File: src/rtl/dbg_overlay_pkg.sv
package dbg_overlay_pkg;
  typedef enum logic [1:0] {
    MODE_NORM_SC  = 2'b00,
    MODE_NORM_EXP = 2'b01,
    MODE_SPEC_SC  = 2'b10,
    MODE_SPEC_PER = 2'b11
  } op_mode_e;

  typedef struct packed {
    logic user;
    logic rom;
    logic regs;
  } cs_t;
endpackage

File: src/rtl/dbg_mode_fsm.sv
module dbg_mode_fsm
  import dbg_overlay_pkg::*;
(
  input  logic     clk_i,
  input  logic     rst_ni,
  input  op_mode_e mode_i,
  input  logic     en_wr_i,
  input  logic     en_data_i,
  input  logic     ser_enter_i,
  input  logic     cpu_bgnd_i,
  input  logic     cpu_exit_i,
  output logic     en_o,
  output logic     act_o,
  output logic     boot_o
);
  logic boot_q, en_q, act_q;
  logic spec_sc, spec_per, en_eff, act_eff, en_d, act_d;

  assign spec_sc  = (mode_i == MODE_SPEC_SC);
  assign spec_per = (mode_i == MODE_SPEC_PER);

  // boot cycle: special single-chip comes up enabled and active
  assign en_eff  = en_q  | (boot_q & spec_sc);
  assign act_eff = act_q | (boot_q & spec_sc);

  always_comb begin
    en_d  = en_wr_i ? en_data_i : en_eff;
    act_d = act_eff;
    if (cpu_exit_i)
      act_d = 1'b0;
    else if (en_eff && (ser_enter_i || cpu_bgnd_i))
      act_d = 1'b1;
    if (spec_per)
      act_d = 1'b0;
  end

  always_ff @(posedge clk_i or negedge rst_ni) begin
    if (!rst_ni) begin
      boot_q <= 1'b1;
      en_q   <= 1'b0;
      act_q  <= 1'b0;
    end else begin
      boot_q <= 1'b0;
      en_q   <= en_d;
      act_q  <= act_d;
    end
  end

  assign en_o   = en_eff;
  assign act_o  = act_eff;
  assign boot_o = boot_q;
endmodule

File: src/rtl/dbg_win_decode.sv
module dbg_win_decode
  import dbg_overlay_pkg::*;
#(
  parameter int ADDR_W  = 16,
  parameter int WIN_LSB = 8,
  parameter int REG_CNT = 7
) (
  input  logic              act_i,
  input  logic              valid_i,
  input  logic              ser_i,
  input  logic [ADDR_W-1:0] addr_i,
  output cs_t               cs_o
);
  localparam logic [WIN_LSB-1:0] REG_LIM = WIN_LSB'(REG_CNT);

  logic in_win, in_regs, overlay;

  assign in_win  = &addr_i[ADDR_W-1:WIN_LSB];
  assign in_regs = addr_i[WIN_LSB-1:0] < REG_LIM;
  assign overlay = act_i & in_win & ~ser_i;

  always_comb begin
    cs_o = '0;
    if (valid_i) begin
      if (!overlay)     cs_o.user = 1'b1;
      else if (in_regs) cs_o.regs = 1'b1;
      else              cs_o.rom  = 1'b1;
    end
  end
endmodule

File: src/rtl/dbg_overlay_ctrl.sv
module dbg_overlay_ctrl
  import dbg_overlay_pkg::*;
#(
  parameter int ADDR_W  = 16,
  parameter int WIN_LSB = 8,
  parameter int REG_CNT = 7
) (
  input  logic              clk_i,
  input  logic              rst_ni,
  input  logic [1:0]        mode_i,
  input  logic              en_wr_i,
  input  logic              en_data_i,
  input  logic              ser_enter_i,
  input  logic              cpu_bgnd_i,
  input  logic              cpu_exit_i,
  input  logic              acc_valid_i,
  input  logic [ADDR_W-1:0] acc_addr_i,
  input  logic              acc_ser_i,
  output logic              cs_user_o,
  output logic              cs_rom_o,
  output logic              cs_reg_o,
  output logic              dbg_en_o,
  output logic              dbg_act_o,
  output logic              rst_vec_fetch_o
);
  op_mode_e mode;
  logic     en, act, boot;
  cs_t      cs;

  assign mode = op_mode_e'(mode_i);

  dbg_mode_fsm i_fsm (
    .clk_i       (clk_i),
    .rst_ni      (rst_ni),
    .mode_i      (mode),
    .en_wr_i     (en_wr_i),
    .en_data_i   (en_data_i),
    .ser_enter_i (ser_enter_i),
    .cpu_bgnd_i  (cpu_bgnd_i),
    .cpu_exit_i  (cpu_exit_i),
    .en_o        (en),
    .act_o       (act),
    .boot_o      (boot)
  );

  dbg_win_decode #(
    .ADDR_W  (ADDR_W),
    .WIN_LSB (WIN_LSB),
    .REG_CNT (REG_CNT)
  ) i_dec (
    .act_i   (act),
    .valid_i (acc_valid_i),
    .ser_i   (acc_ser_i),
    .addr_i  (acc_addr_i),
    .cs_o    (cs)
  );

  assign cs_user_o       = cs.user;
  assign cs_rom_o        = cs.rom;
  assign cs_reg_o        = cs.regs;
  assign dbg_en_o        = en;
  assign dbg_act_o       = act;
  assign rst_vec_fetch_o = boot & (mode != MODE_SPEC_SC);
endmodule

File: config.mk
export PLATFORM = sky130hd
export DESIGN_NAME = dbg_overlay_ctrl
export DESIGN_NICKNAME = d
export VERILOG_FILES = /design/src/rtl/dbg_overlay_pkg.sv /design/src/rtl/dbg_mode_fsm.sv /design/src/rtl/dbg_win_decode.sv /design/src/rtl/dbg_overlay_ctrl.sv
export SDC_FILE = /design/constraint.sdc
export NUM_CORES = 1
export LEC_CHECK = 0
export ABC_CLOCK_PERIOD_IN_PS = 1700
export CORE_AREA = 2 2 39 41
export DETAILED_ROUTE_END_ITERATION = 8
export DIE_AREA = 0 0 41 43
export PLACE_DENSITY = 0.73
export SETUP_SLACK_MARGIN = 0.3
export SLEW_MARGIN = 40
export SYNTH_ARGS = -nofsm -noshare
export SYNTH_HDL_FRONTEND = slang
export SYNTH_SLANG_ARGS = --single-unit
File: constraint.sdc
create_clock -name clk_i -period 1.7 [get_ports clk_i]
set_input_delay 0.34 -clock clk_i [delete_from_list [all_inputs] [get_ports clk_i]]
set_output_delay 0.34 -clock clk_i [all_outputs]
set_load 0.02 [all_outputs]
==> results of run 1 <==
-- state kept, by name (all words and copies together) (netlist names) --
signal and cells:
i_fsm.boot_o 1, i_fsm.act_q 1, i_fsm.en_q 1
-- where the power goes --
group	leakage, uW	internal [uW]	total, uW	switching, uW
Clock	0.0000150	88.0	125	36.7
Combinational	0.000241	81.5	124	42.5
Sequential	0.0000349	78.6	81.8	3.19
-- synthesized netlist by cell type --
library cell and instances:
mux2_2 1, a311oi_2 1, dfstp_2 1, a221oi_1 1, and4_1 1, nor2_1 1
and3b_1 1, or4_4 1, nor4b_1 1, or2_1 1, o21ai_0 1, nand3_1 2
a21boi_0 1, and4b_1 1, dfrtp_1 2, conb_1 1, nor4bb_2 1, inv_1 2
o31a_1 1
-- final timing paths --
| path | slack [ps] | end | startpoint |
|---|---|---|---|
| hold reg to reg | 570 | i_fsm.act_q | i_fsm.en_q |
| setup / recovery | -250 | cs_reg_o | acc_addr_i[6] |
| hold / removal | 290 | i_fsm.act_q | rst_ni |
| setup reg to reg | 420 | i_fsm.act_q | i_fsm.boot_o |
| min in group clk_i | 470 | i_fsm.act_q | mode_i[1] |
| max in group asynchronous | 1200 | i_fsm.boot_o | rst_ni |
-- layout make-up --
type	instances	area share, %
inverters	2	1.16
clock buffers	4	4.05
well taps	16	3.09
flip-flops and latches	3	11.8
multi-input cells	17	27.6
repair buffers	36	52.3
-- per-layer routing --
| metal | part of all wire (%) | vias up |
|---|---|---|
| met3 | 4.6 | 0 |
| met2 | 62 | 7 |
| li1 | - | 166 |
| met5 | 0 | - |
| met4 | 0 | 0 |
| met1 | 33 | 153 |
-- kinds of logic (layout without fill, tap and decap cells) --
family	after synthesis	after routing	share of synthesized area [%]
simple gates	10	10	36.8
mux	1	1	4.94
buf+inv	2	42	3.30
compound gates	5	5	19.8
other cells	1	1	1.65
flops	3	3	33.5
-- stage by stage --
step           setup WS, ps  cells  utilization, %
2_1_floorplan          -112     22               -
3_3_place_gp           -992     73            44.3
3_5_place_dp          -1040     73            44.3
4_1_cts                -308     78            45.5
5_1_grt                -267     78            46.8
6_report               -245     78            46.8
-- what timing repair did --
item                       4_1_cts  5_1_grt
buffers inserted                 1        0
setup endpoints to repair        7        6
cloned                           0        0
pin swaps                        6        3
gates resized for setup         48       14
-- layout by cell type, fill, tap and decap left out, types with 2 or more instances in the layout --
master           instances
buf_4                    5
clkdlybuf4s15_1          2
clkbuf_4                 3
buf_6                    6
dlygate4sd2_1            5
dfrtp_1                  2
clkdlybuf4s50_1         16
buf_2                    2
==> results by group, run 1 <==
Cells and area
  • Filler Cells Inserted: 153
  • Share of layout cells above drive strength 1: 45.2%
  • N_diodes: 0
  • Final instance area: 648 sq um
  • FF+latch area: 76.3 sq um
  • Layout Nets: 90
  • Area of the multi-input gates: 179 sq um
  • Area delta synth->final: 185%

Worst setup path
  • Crit. End Element: output port
  • Required @ worst endpoint: 1360 ps
  • Crit path launch type: input pin
  • Crit Path Max Fanout: 2
  • Worst path slowest cell: or4_4
  • Delay-heaviest family, CP: simple AND/OR/NAND/NOR gates
  • Crit-path cells: buf_6 > or4_4 > a311oi_2 > nor4bb_4 > buf_4
  • Slowest stage delay, CP: 520 ps
  • Reg2reg path depth: 4
  • CP arrival: 1610 ps
  • Worst setup path class: input pin to output port
  • Buf/Inv on CP: 2
  • Critical path depth in cells: 5

Floorplanning
  • Die Height: 43 microns
  • Chip width: 41 microns
  • Die area: 1760 sq um
  • Initial Util: 16.5%
  • Core Rows: 14
  • Core ar.: 1380 sq um
  • Top Ports: 33

Global route
  • GRT Resource Usage Total: 12.1%
  • Met3 GRT Util: 3.14%
  • GRT met1 Usage: 10.7%
  • Pin count of the biggest net entering global routing: 5
  • Met2 GRT Util: 21.6%
  • Vias in the first global route: 325
  • GRT Residual Overflow: 0
  • First-pass GRT wire length: 1370 microns
  • Initial antenna violation count: 0
  • GR peak layer: met2

Timing
  • Crit path time final: 1950 ps
  • Final hold slack: 287 ps
  • # setup viols final: 3
  • Final number of hold-violating endpoints: 0
  • Final setup skew: 1.12 ps
  • Unrepaired setup endpoints after global routing: true
  • Final setup margin: -245 ps
  • Setup TNS: -486 ps
  • Fmax: 0.514 GHz
  • Final Cycle Share: 114%
  • Final Slew Violations: 0

Status
  • Outcome: finished, violations left
  • Failing checks: setup timing

CTS
  • Clock Sink Count: 3
  • Root buffer cell: clkbuf_4
  • Total CTS buffers: 3
  • Clock Path Buffers: 2
  • TritonCTS clock tree: done
  • CTS clock-pin slew for the worst setup and hold paths: 40 ps
  • Max H-tree Level: 1
  • Hold buffer count at CTS: 0
  • Clock Latency Late Sink: 230 ps

Place
  • Routability Congestion: 0.604
  • Placed wire-length estimate: 782 microns
  • IO Port Bufs: 32
  • Post-placement cell area: 613 sq um

Drt
  • 1st-iter DRT viols: 4
  • Via/cell ratio: 4.18
  • DR vias: 326
  • DRC Markers: 0
  • Wire length per cell: 11.7 microns
  • Final WL: 912 microns
  • Drt first pass iters: 2
  • Remaining antenna violation count: 0

Hold path
  • Worst min path class: input pin to asynchronous set/reset pin

Logic synthesis
  • Warnings, synthesis: 0
  • Top-area cell type share of the netlist area: 22.0%
  • Sequential area share after synthesis: 33.5%
  • Synthesized instance count: 22
  • Synth Register Bits: 3
  • Area contributors post-synth: dfrtp_1 (22%), dfstp_2 (12%), nor4bb_2 (7.1%), a311oi_2 (6.6%), mux2_2 (4.9%)
  • Syn_area_per_cell: 10.4 sq um
  • Cell taking the most area after synthesis: dfrtp_1
  • Post-synthesis cell type count: 19
  • Post-Syn Nets: 49
  • Netlist Area Pre-Place: 228 sq um

Power
  • Worst IR drop on VDD: 0.000206 V
  • Total power: 331 uW
  • LEAKAGE: 0.000291 uW
  • Cell Pwr Density: 510 nW/um^2

Job
  • Max Cap Viol: 0
Note: power is estimated with default switching activity, not from simulation.
==> run 2: changes to the inputs <==
--- a/config.mk
+++ b/config.mk
@@ -9,6 +9,7 @@
 export CORE_AREA = 2 2 39 41
 export DETAILED_ROUTE_END_ITERATION = 8
 export DIE_AREA = 0 0 41 43
+export HOLD_SLACK_MARGIN = 0.05
 export PLACE_DENSITY = 0.73
 export SETUP_SLACK_MARGIN = 0.3
 export SLEW_MARGIN = 40
==> results of run 2 <==
Final layout, timing and power as in run 1 (identical DEF).
==> run 3: changes to the inputs <==
--- a/config.mk
+++ b/config.mk
@@ -6,9 +6,9 @@
 export NUM_CORES = 1
 export LEC_CHECK = 0
 export ABC_CLOCK_PERIOD_IN_PS = 1700
-export CORE_AREA = 2 2 39 41
+export CORE_AREA = 3 3 40 42
 export DETAILED_ROUTE_END_ITERATION = 8
-export DIE_AREA = 0 0 41 43
+export DIE_AREA = 0 0 43 45
 export HOLD_SLACK_MARGIN = 0.05
 export PLACE_DENSITY = 0.73
 export SETUP_SLACK_MARGIN = 0.3
==> run 3 against run 2 <==
Sequential power barely moved. Utilization is 4.1 points higher. The run still ends with setup timing left. Via count rose by 1.5%. Non-clock buffer count is 1 lower. Clock skew rose by 2.1 ps. Highest routed layer unchanged. Critical path depth unchanged. Combinational power about the same. Cell count decreased by 2.6%. Worst hold slack worse by 3.0 ps. Fmax grew 0.61%. Wire length decreased by 1.1%. Sequential share of layout area is 0.11 points lower.
==> results by group, run 3 (synthesis results as in run 1) <==
CTS
  • Setup bufs post-CTS: 0
  • Max H-tree Level: 1
  • CTS clock-pin slew for the worst setup and hold paths: 40 ps
  • Root buffer cell: clkbuf_4
  • Clock Latency Late Sink: 230 ps
  • Hold buffer count at CTS: 0
  • Total CTS buffers: 3
  • Clock Path Buffers: 2
  • TritonCTS clock tree: done
  • Clock Sink Count: 3

Global route
  • Pin count of the biggest net entering global routing: 5
  • Vias in the first global route: 349
  • First-pass GRT wire length: 1460 microns
  • Initial antenna violation count: 0
  • GRT Resource Usage Total: 10.8%
  • GRT Residual Overflow: 0

Place
  • Post-placement cell area: 612 sq um
  • Routability Congestion: 0.733
  • IO Port Bufs: 32
  • Placed wire-length estimate: 764 microns

Floorplanning
  • Chip width: 43 microns
  • Core ar.: 1280 sq um
  • Core Rows: 13
  • Die area: 1940 sq um
  • Top Ports: 33
  • Die Height: 45 microns
  • Initial Util: 17.7%

Status
  • Failing checks: setup timing
  • Outcome: finished, violations left

Cells and area
  • Share of layout cells above drive strength 1: 44.3%
  • N_diodes: 0
  • Leading cell type in the layout, fill and taps excluded: clkdlybuf4s50_1
  • Layout Nets: 89
  • Most frequent cells in the layout: clkdlybuf4s50_1 (14), buf_6 (6), dlygate4sd2_1 (6)
  • Area delta synth->final: 187%
  • Final instance area: 654 sq um

Timing
  • Final Slew Violations: 0
  • Unrepaired setup endpoints after global routing: true
  • Final number of hold-violating endpoints: 0
  • Final setup margin: -234 ps
  • Final Cycle Share: 114%
  • # setup viols final: 3
  • Crit path time final: 1930 ps
  • Final setup skew: 3.20 ps
  • Final hold slack: 284 ps
  • Setup TNS: -457 ps
  • Fmax: 0.517 GHz

Worst setup path
  • Crit Path Max Fanout: 2
  • Crit. End Element: output port
  • Required @ worst endpoint: 1360 ps
  • Crit path launch type: input pin
  • Worst setup path class: input pin to output port
  • CP arrival: 1590 ps

Drt
  • Remaining antenna violation count: 0
  • Final WL: 902 microns
  • Wire length per cell: 11.9 microns
  • DR vias: 331
  • Via/cell ratio: 4.36
  • 1st-iter DRT viols: 4
  • DRC Markers: 0
  • Drt first pass iters: 2

Power
  • Worst IR drop on VDD: 0.000217 V
  • Cell Int Power: 249 uW
  • LEAKAGE: 0.000298 uW
  • Reg power frac: 24.6%
  • Switching part of the total power: 25.2%
  • Comb pwr share: 38.0%
  • Switching Power: 83.8 uW
  • Cell Pwr Density: 508 nW/um^2
  • Clk pwr share: 37.4%

Job
  • Max Cap Viol: 0

Hold path
  • Worst min path class: input pin to asynchronous set/reset pin
[run 3: changes by cell type in the layout (fill, tap and decap cells not counted), sizes merged]
cell           delta
buf               -1
dlymetal6s2s      +1
dlygate4sd2       +1
clkdlybuf4s50     -2
[run 3: power groups by stage]
stage	combinational [uW]	sequential, uW	clock [uW]
floorplan	33.8	81.2	0
global placement	120	81.5	0
detailed placement	122	81.6	0
CTS	122	81.6	134
global route	135	82.7	141
finish	126	81.8	124
[run 3: what timing repair did]
item                       in CTS  in global routing
resized for setup              61                  4
setup endpoints to repair       6                  6
cloned                          0                  0
pin swaps                       8                  4
[run 3: worst max-delay path, stage by stage]
cell and delay, ps:
buf_6 90, or4_4 530, a311oi_4 230, nor4bb_4 230
buf_4 180
[run 3: routing by layer]
metal	GRT usage (%)	part of all wire, %	vias to the layer above
met5	0	0	-
li1	-	-	164
met1	9.69	32	151
met4	7.23	0	0
met3	4.78	10	0
met2	19.5	58	16
[run 3: stage by stage]
step | utilization, % | instances | total power [uW] | setup slack (ps)
after global routing | 50.9 | 76 | 358 | -281
after CTS | 49.2 | 76 | 337 | -301
final | 50.9 | 76 | 332 | -234
after detailed placement | 47.6 | 72 | 204 | -1040
after global placement | 47.6 | 72 | 202 | -992
after floorplan | - | 22 | 115 | -112
[run 3: path summary, 6_finish.rpt]
path | from | end | slack (ps) | depth (start not counted)
max | acc_addr_i[7] | cs_reg_o | -230 | 5
min | rst_ni | i_fsm.act_q | 280 | 1
max reg2reg | i_fsm.boot_o | i_fsm.act_q | 440 | 4
min reg2reg | i_fsm.en_q | i_fsm.act_q | 560 | 2
max in group asynchronous | rst_ni | i_fsm.boot_o | 1200 | 1
min in group clk_i | mode_i[1] | i_fsm.act_q | 510 | 2
[run 3: cell type report]
class                   instances  area [sq um]
clock buffers                   4          26.3
fillers                       130           631
inverters                       2          7.51
multi-input cells              17           190
flip-flops and latches          3          76.3
well taps                      15          18.8
repair buffers                 35           335
